[config.mk]
export PLATFORM = sky130hd
export DESIGN_NAME = prio_chain
export DESIGN_NICKNAME = d
export VERILOG_FILES = /design/src/rtl/prio_pkg.sv /design/src/rtl/prio_stage.sv /design/src/rtl/prio_onehot_enc.sv /design/src/rtl/prio_chain.sv
export SDC_FILE = /design/constraint.sdc
export NUM_CORES = 1
export LEC_CHECK = 0
export BUFFER_PORTS_ARGS = -buffer_cell sky130_fd_sc_hd__buf_4
export CAP_MARGIN = 20
export CORE_AREA = 2 2 39 41
export DETAILED_ROUTE_END_ITERATION = 6
export DIE_AREA = 0 0 41 43
export PLACE_DENSITY = 0.45
export SLEW_MARGIN = 10
export SYNTH_ARGS = -nofsm -noshare
export SYNTH_HDL_FRONTEND = slang
export SYNTH_SLANG_ARGS = --single-unit
[constraint.sdc]
create_clock -name vclk -period 2
set_input_delay 0.1 -clock vclk [all_inputs]
set_output_delay 0.1 -clock vclk [all_outputs]
set_load 0.1 [all_outputs]
[src/rtl/prio_pkg.sv]
package prio_pkg;
  localparam int unsigned LANES  = 8;
  localparam int unsigned LANE_W = $clog2(LANES);
  typedef logic [LANE_W-1:0] lane_idx_t;
endpackage

[src/rtl/prio_stage.sv]
module prio_stage
  import prio_pkg::*;
#(
  parameter int unsigned N_LANES = LANES,
  localparam int unsigned IW = $clog2(N_LANES)
) (
  input  logic               en_i,
  input  logic [N_LANES-1:0] req_i,
  output logic [IW-1:0]      idx_o,
  output logic               grp_o,
  output logic               en_o
);
  logic [IW-1:0] win;
  logic          hit;

  // scan upward: a later (higher) lane overrides earlier ones
  always_comb begin
    win = '0;
    hit = 1'b0;
    for (int i = 0; i < int'(N_LANES); i++) begin
      if (req_i[i]) begin
        win = IW'(i);
        hit = 1'b1;
      end
    end
  end

  assign idx_o = en_i ? win : '0;
  assign grp_o = en_i & hit;
  assign en_o  = en_i & ~hit;

  always_comb begin
    if (!en_i) begin
      a_r2_off: assert ({idx_o, grp_o, en_o} == '0) else $error("stage active while disabled");
    end
    if (grp_o) begin
      a_r1_top_lane: assert ((req_i >> idx_o) == N_LANES'(1)) else $error("index is not the top lane");
    end
    a_r3_excl: assert (!(grp_o && en_o)) else $error("group and enable-out both high");
    if (en_i && req_i == '0) begin
      a_r4_idle: assert (en_o && !grp_o && idx_o == '0) else $error("idle stage outputs wrong");
    end
  end
endmodule

[src/rtl/prio_onehot_enc.sv]
module prio_onehot_enc #(
  parameter int unsigned N = 2,
  localparam int unsigned W = $clog2(N)
) (
  input  logic [N-1:0] oh_i,
  output logic [W-1:0] bin_o
);
  always_comb begin
    bin_o = '0;
    for (int i = 0; i < int'(N); i++) begin
      if (oh_i[i]) bin_o = bin_o | W'(i);
    end
  end
endmodule

[src/rtl/prio_chain.sv]
module prio_chain
  import prio_pkg::*;
#(
  parameter int unsigned N_STAGES = 2,
  localparam int unsigned SW    = $clog2(N_STAGES),
  localparam int unsigned IDX_W = LANE_W + SW,
  localparam int unsigned REQ_W = LANES * N_STAGES
) (
  input  logic             en_i,
  input  logic [REQ_W-1:0] req_i,
  output logic [IDX_W-1:0] idx_o,
  output logic             grp_o,
  output logic             en_o
);
  logic [N_STAGES:0]   en_link;
  logic [N_STAGES-1:0] grp_vec;
  lane_idx_t           lane_idx [N_STAGES];
  lane_idx_t           lane_or;

  assign en_link[N_STAGES] = en_i;

  for (genvar s = 0; s < int'(N_STAGES); s++) begin : g_stage
    prio_stage #(.N_LANES(LANES)) u_stage (
      .en_i (en_link[s+1]),
      .req_i(req_i[s*LANES +: LANES]),
      .idx_o(lane_idx[s]),
      .grp_o(grp_vec[s]),
      .en_o (en_link[s])
    );
  end

  always_comb begin
    lane_or = '0;
    for (int s = 0; s < int'(N_STAGES); s++) lane_or = lane_or | lane_idx[s];
  end

  if (N_STAGES > 1) begin : g_wide
    logic [SW-1:0] stage_num;
    prio_onehot_enc #(.N(N_STAGES)) u_enc (
      .oh_i (grp_vec),
      .bin_o(stage_num)
    );
    assign idx_o = {stage_num, lane_or};
  end else begin : g_single
    assign idx_o = lane_or;
  end

  assign grp_o = |grp_vec;
  assign en_o  = en_link[0];

  always_comb begin
    a_r5_one_winner: assert ($onehot0(grp_vec)) else $error("more than one stage won");
    a_r7_excl: assert (!(grp_o && en_o)) else $error("chain group and enable-out both high");
    if (!en_i) begin
      a_r2_chain_off: assert ({idx_o, grp_o, en_o} == '0) else $error("chain active while disabled");
    end
    if (grp_o) begin
      a_r6_top_bit: assert ((req_i >> idx_o) == REQ_W'(1)) else $error("chain index not top bit");
    end
    if (en_o) begin
      a_r7_idle_zero: assert (idx_o == '0 && req_i == '0) else $error("idle chain outputs wrong");
    end
  end
endmodule

# Word level (Yosys, flattened, before mapping)
# Cells that the tools add are included.
[classes]
mux = 33
bitwise = 7
n_reduce_logical = 1
[ops]
columns = ["op", "count"]
rows = [
  ["2-to-1 mux 3 bit", 10],
  ["2-to-1 mux 1 bit", 19],
  ["2-to-1 mux 2 bit", 4],
  ["bitwise AND 1 bit", 4],
  ["bitwise OR 3 bit", 1],
  ["inverter 1 bit", 2],
  ["OR reduction 2 bit", 1],
]
[word_totals]
output_inout_bits = 6
regBits = 0

# Depth between registers and ports, before layout
[logic_depth]
depth_word = 12
mapped_depth = 4
depth_no_buf = 4

# Hierarchy
# Synthesis repeated with hierarchy kept, for this count alone.
[unflattened]
hier_cells = 36
area_unflattened_um2 = 207.7
[modules_own_cells]
columns = ["module", "area_per_inst_um2", "n_inst", "seq_area_each_um2", "cells_per_inst"]
rows = [
  ["prio_stage", 83.8, 2, 0.0, 15],
  ["prio_chain", 32.5, 1, 0.0, 5],
  ["prio_onehot_enc", 7.5, 1, 0.0, 1],
]

# Worst setup path after synthesis
# Ideal clock, no wire load.
[synth_timing]
path_kind = "input to output"
start = "input port req_i[7]"
end = "output port en_o"
setup_slack_ns = -0.709
n_path_buf = 0
path_stages = 3
required_time_ns = 1.900
t_arrival_ns = 2.609
path_cell_list = "nor4_1 -> nand2_1 -> nor3_1"
[synth_between]
elab_chain_cells = 3
[synth_rtl]
columns = ["element", "line", "rtl"]
rows = [
  ["start: declaration", "prio_chain.sv:10", "input logic [REQ_W-1:0] req_i,"],
  ["2-to-1 mux 1 bit", "prio_stage.sv:21", "if (req_i[i]) begin"],
  ["inverter 1 bit", "prio_stage.sv:30", "assign en_o = en_i & ~hit;"],
  ["bitwise AND 1 bit", "prio_stage.sv:30", ""],
  ["end: declaration", "prio_chain.sv:13", "output logic en_o"],
]
# No other way between the ends.

# Worst setup path in the final report
[layout_timing]
start = "input port req_i[12]"
end = "output port idx_o[1]"
[layout_between]
elab_chain_cells = 8
elab_cells_between_ends = 13
classes_between = "10 x mux; 3 x bitwise"
[layout_rtl]
columns = ["element", "line", "rtl"]
rows = [
  ["2-to-1 mux 1 bit (4 in series)", "prio_stage.sv:21", ""],
  ["inverter 1 bit", "prio_stage.sv:30", ""],
  ["bitwise AND 1 bit", "prio_stage.sv:30", ""],
  ["2-to-1 mux 3 bit", "prio_stage.sv:28", "assign idx_o = en_i ? win : '0;"],
  ["bitwise OR 3 bit *", "prio_chain.sv:34", "for (int s = 0; s < int'(N_STAGES); s++) lane_or = lane_or | lane_idx[s];"],
  ["end: declaration", "prio_chain.sv:11", "output logic [IDX_W-1:0] idx_o,"],
]
# Every way passes the cells marked *; elsewhere a longest branch is shown, timed or not.

==> results.md <==
- Walking the worst path, the cells encountered are buf_4, nor4_2, nand2_1, a21oi_1, o41a_1, buf_4.
- The final layout contains routed wiring with a total length of 699 um.
- The routed length per instance is 9.575 um.
- Global routing used 7.992% of the available tracks.
- Derived from the worst setup path, the maximum achievable clock frequency is 718.4 MHz.
- The filler cells instantiated in the layout total 159.
- The worst setup path is captured at an output port.
- The sequential fraction of the synthesis area is 0%.
- The final hold violation count is 0.
- The pin count of the biggest net entering global routing is 6.
- The maximum cell stage delay along the critical path is 0.34 ns.
- For this design the top-level I/O count stands at 23.
- The number of buffers and inverters on the critical path is 2.
- The number of iterations in the first detailed-routing pass is 4.
- The worst path meets setup with 0.6081 ns of slack.
- The number of gates resized after CTS was 0.
- The routed design could run at a clock period as short as 1.392 ns.
- The final weighted congestion of routability-driven global placement is 0.7170.
- The placed instances occupy a cell area of 396.6 um2.
- The post-detailed-route via-to-cell ratio is 4.411.
- The worst endpoint data arrival time is 1.29 ns.
- Port buffering added 23 buffers.
- The highest fanout seen on the critical path is 3.
- For the pin with the worst max-slew slack, the measured transition is 0.4429 ns.
- The worst min-delay path category is in2out.
- The final critical-path share of the clock period is 69.59%.
- OpenSTA, run right after detailed placement, puts the worst setup slack at 0.5921 ns.
- The number of stages on the worst setup path is 6.
- The number of nets in the synthesized netlist is 52.
- The net total in the final layout is 76.
- In this run, distinct cell masters in the synthesized netlist total 17.
- In this run the vertical extent of the chip is 43 um.
- Averaged over all synthesized cells, the footprint is 5.899 um2.
- The first global-routing pass estimated 1.069 mm of wire.
- The area growth from synthesis to layout is 92.12%.
- After routing the design area is 396.6 um2.
- Power spread over the standard cell area amounts to 287.3 mW/mm2.
- The number of standard cells after synthesis is 35.
- Setup violations remaining at the end of the flow were counted as 0.
- The share of final-layout standard cells stronger than drive strength 1 is 47.37%.
- The HPWL after detailed placement is 621.9 um.
- The final count of pins violating max slew was 0.
- The flow ran to the end, and the final reports show no timing, DRC or antenna violations.
- The full die area is 0.001763 mm2.
- The most common cell after layout, fill and taps aside is buf_4.
- The design has 0 sequential cells.
- In this run the tightest slew margin relative to its limit is 70.20%.
- The top cell types in the final layout, fill and taps aside, are 23 x buf_4, 7 x nor2_1, 5 x a21oi_1.
- The largest individual stage delay along the critical path comes from the cell nor4_2.
- The post-CTS repair timing setup buffer count is 0.
- Global routing finished with a remaining overflow of 0.
- The total inserted antenna cells is 0.
- The number of max-capacitance violations reported is 0.
- The last element of the critical path is idx_o[1].
- The number of antenna violations at the first check in global routing is 0.
- The worst hold path begins at en_i.
- The data required time of the critical path is 1.90 ns.
- IR analysis of the VDD net gives a maximum drop of 69.32 uV.
- Once the floorplan was initialized, standard cells occupied 14.92% of the core.
- The die is 41 um wide.
- The start-to-end type of the worst setup path is in2out.
- Tracing the worst setup path back leads to its startpoint at req_i[12].
- Summed over all cells, the static leakage comes to 0.1782 nW.
- The count of routing violations after the opening detailed-route iteration is 6.
- The cell area that synthesis handed to floorplanning was 206.4 um2.
- The placeable core area is 0.001384 mm2.
- In this run the core area contains 14 standard-cell rows.
- Setup repair after global routing left no endpoint under its margin.
- The storage element area is 0 um2.
- The category of cells accounting for the largest share of critical-path delay is simple AND/OR/NAND/NOR gates.
- The final antenna-violating net count is 0.
- The via count is 322.
- STA classifies the critical path startpoint as an input port.
- The total of warnings raised by yosys is 0.
- The total of hold buffers inserted after clock tree synthesis is 0.
- The clock tree buffer count of the final layout is 0.
- The number of global-route vias before repair is 256.
- The most prevalent standard cell on the critical path is buf_4.
- The total negative slack is 0 ns.
- The DRC violation count after routing is 0.
[report_power, final]
| group | switching, W | internal (W) |
|---|---|---|
| logic | 0.0000743 | 0.0000396 |
| registers | 0 | 0 |
| clock network | 0 | 0 |
| total | 0.0000743 | 0.0000396 |
[layout make-up]
| cell class | instances | area [um2] | share of cell area [%] |
|---|---|---|---|
| multi-input cells | 30 | 188.9 | 47.63 |
| repair buffers | 23 | 172.7 | 43.53 |
| well taps | 16 | 20.02 | 5.047 |
| inverters | 4 | 15.01 | 3.785 |
[cells in the mapped netlist, drive strengths merged, types with 2 or more instances]
cell type	number	area (um2)
a21oi	5	25.02
inv	4	15.01
nand2	3	11.26
nor2	7	26.28
nor3	2	10.01
nor4	4	46.29
o21ai	2	10.01
[per-layer routing]
layer / part of all wire, % / track usage [%] / up-vias
met5: 0 / 0 / -
met4: 0 / 0 / 0
met3: 6.9 / 0 / 0
met2: 47 / 11.56 / 11
met1: 46 / 13.61 / 139
li1: - / - / 172
[worst min path at each step]
| stage | to | slack [ns] | cells past startpoint |
|---|---|---|---|
| after floorplan | en_o | 0.49 | 3 |
| after global placement | idx_o[1] | 0.65 | 3 |
| after detailed placement | idx_o[1] | 0.64 | 3 |
| after CTS | idx_o[1] | 0.65 | 3 |
| after global routing | idx_o[1] | 0.67 | 3 |
| final | idx_o[1] | 0.65 | 3 |
[metrics by stage]
step	power [W]	hold WS [ns]	instances	util [%]
after CTS	0.0001148	0.6479	73	28.66
after detailed placement	0.0001145	0.6421	73	28.66
after global placement	0.0001148	0.6513	73	28.66
after floorplan	0.00006697	0.4944	35	-
after global routing	0.0001214	0.6709	73	28.66
final	0.0001140	0.6485	73	28.66
[cells by family (layout without fill, tap and decap cells)]
group	after synthesis	count (layout)	synth area share, %
AOI/OAI and AO/OA	12	12	36.97
buffers and inverters	5	27	10.91
and+or+nand+nor	18	18	52.12
(Power assumes the default switching activity.)
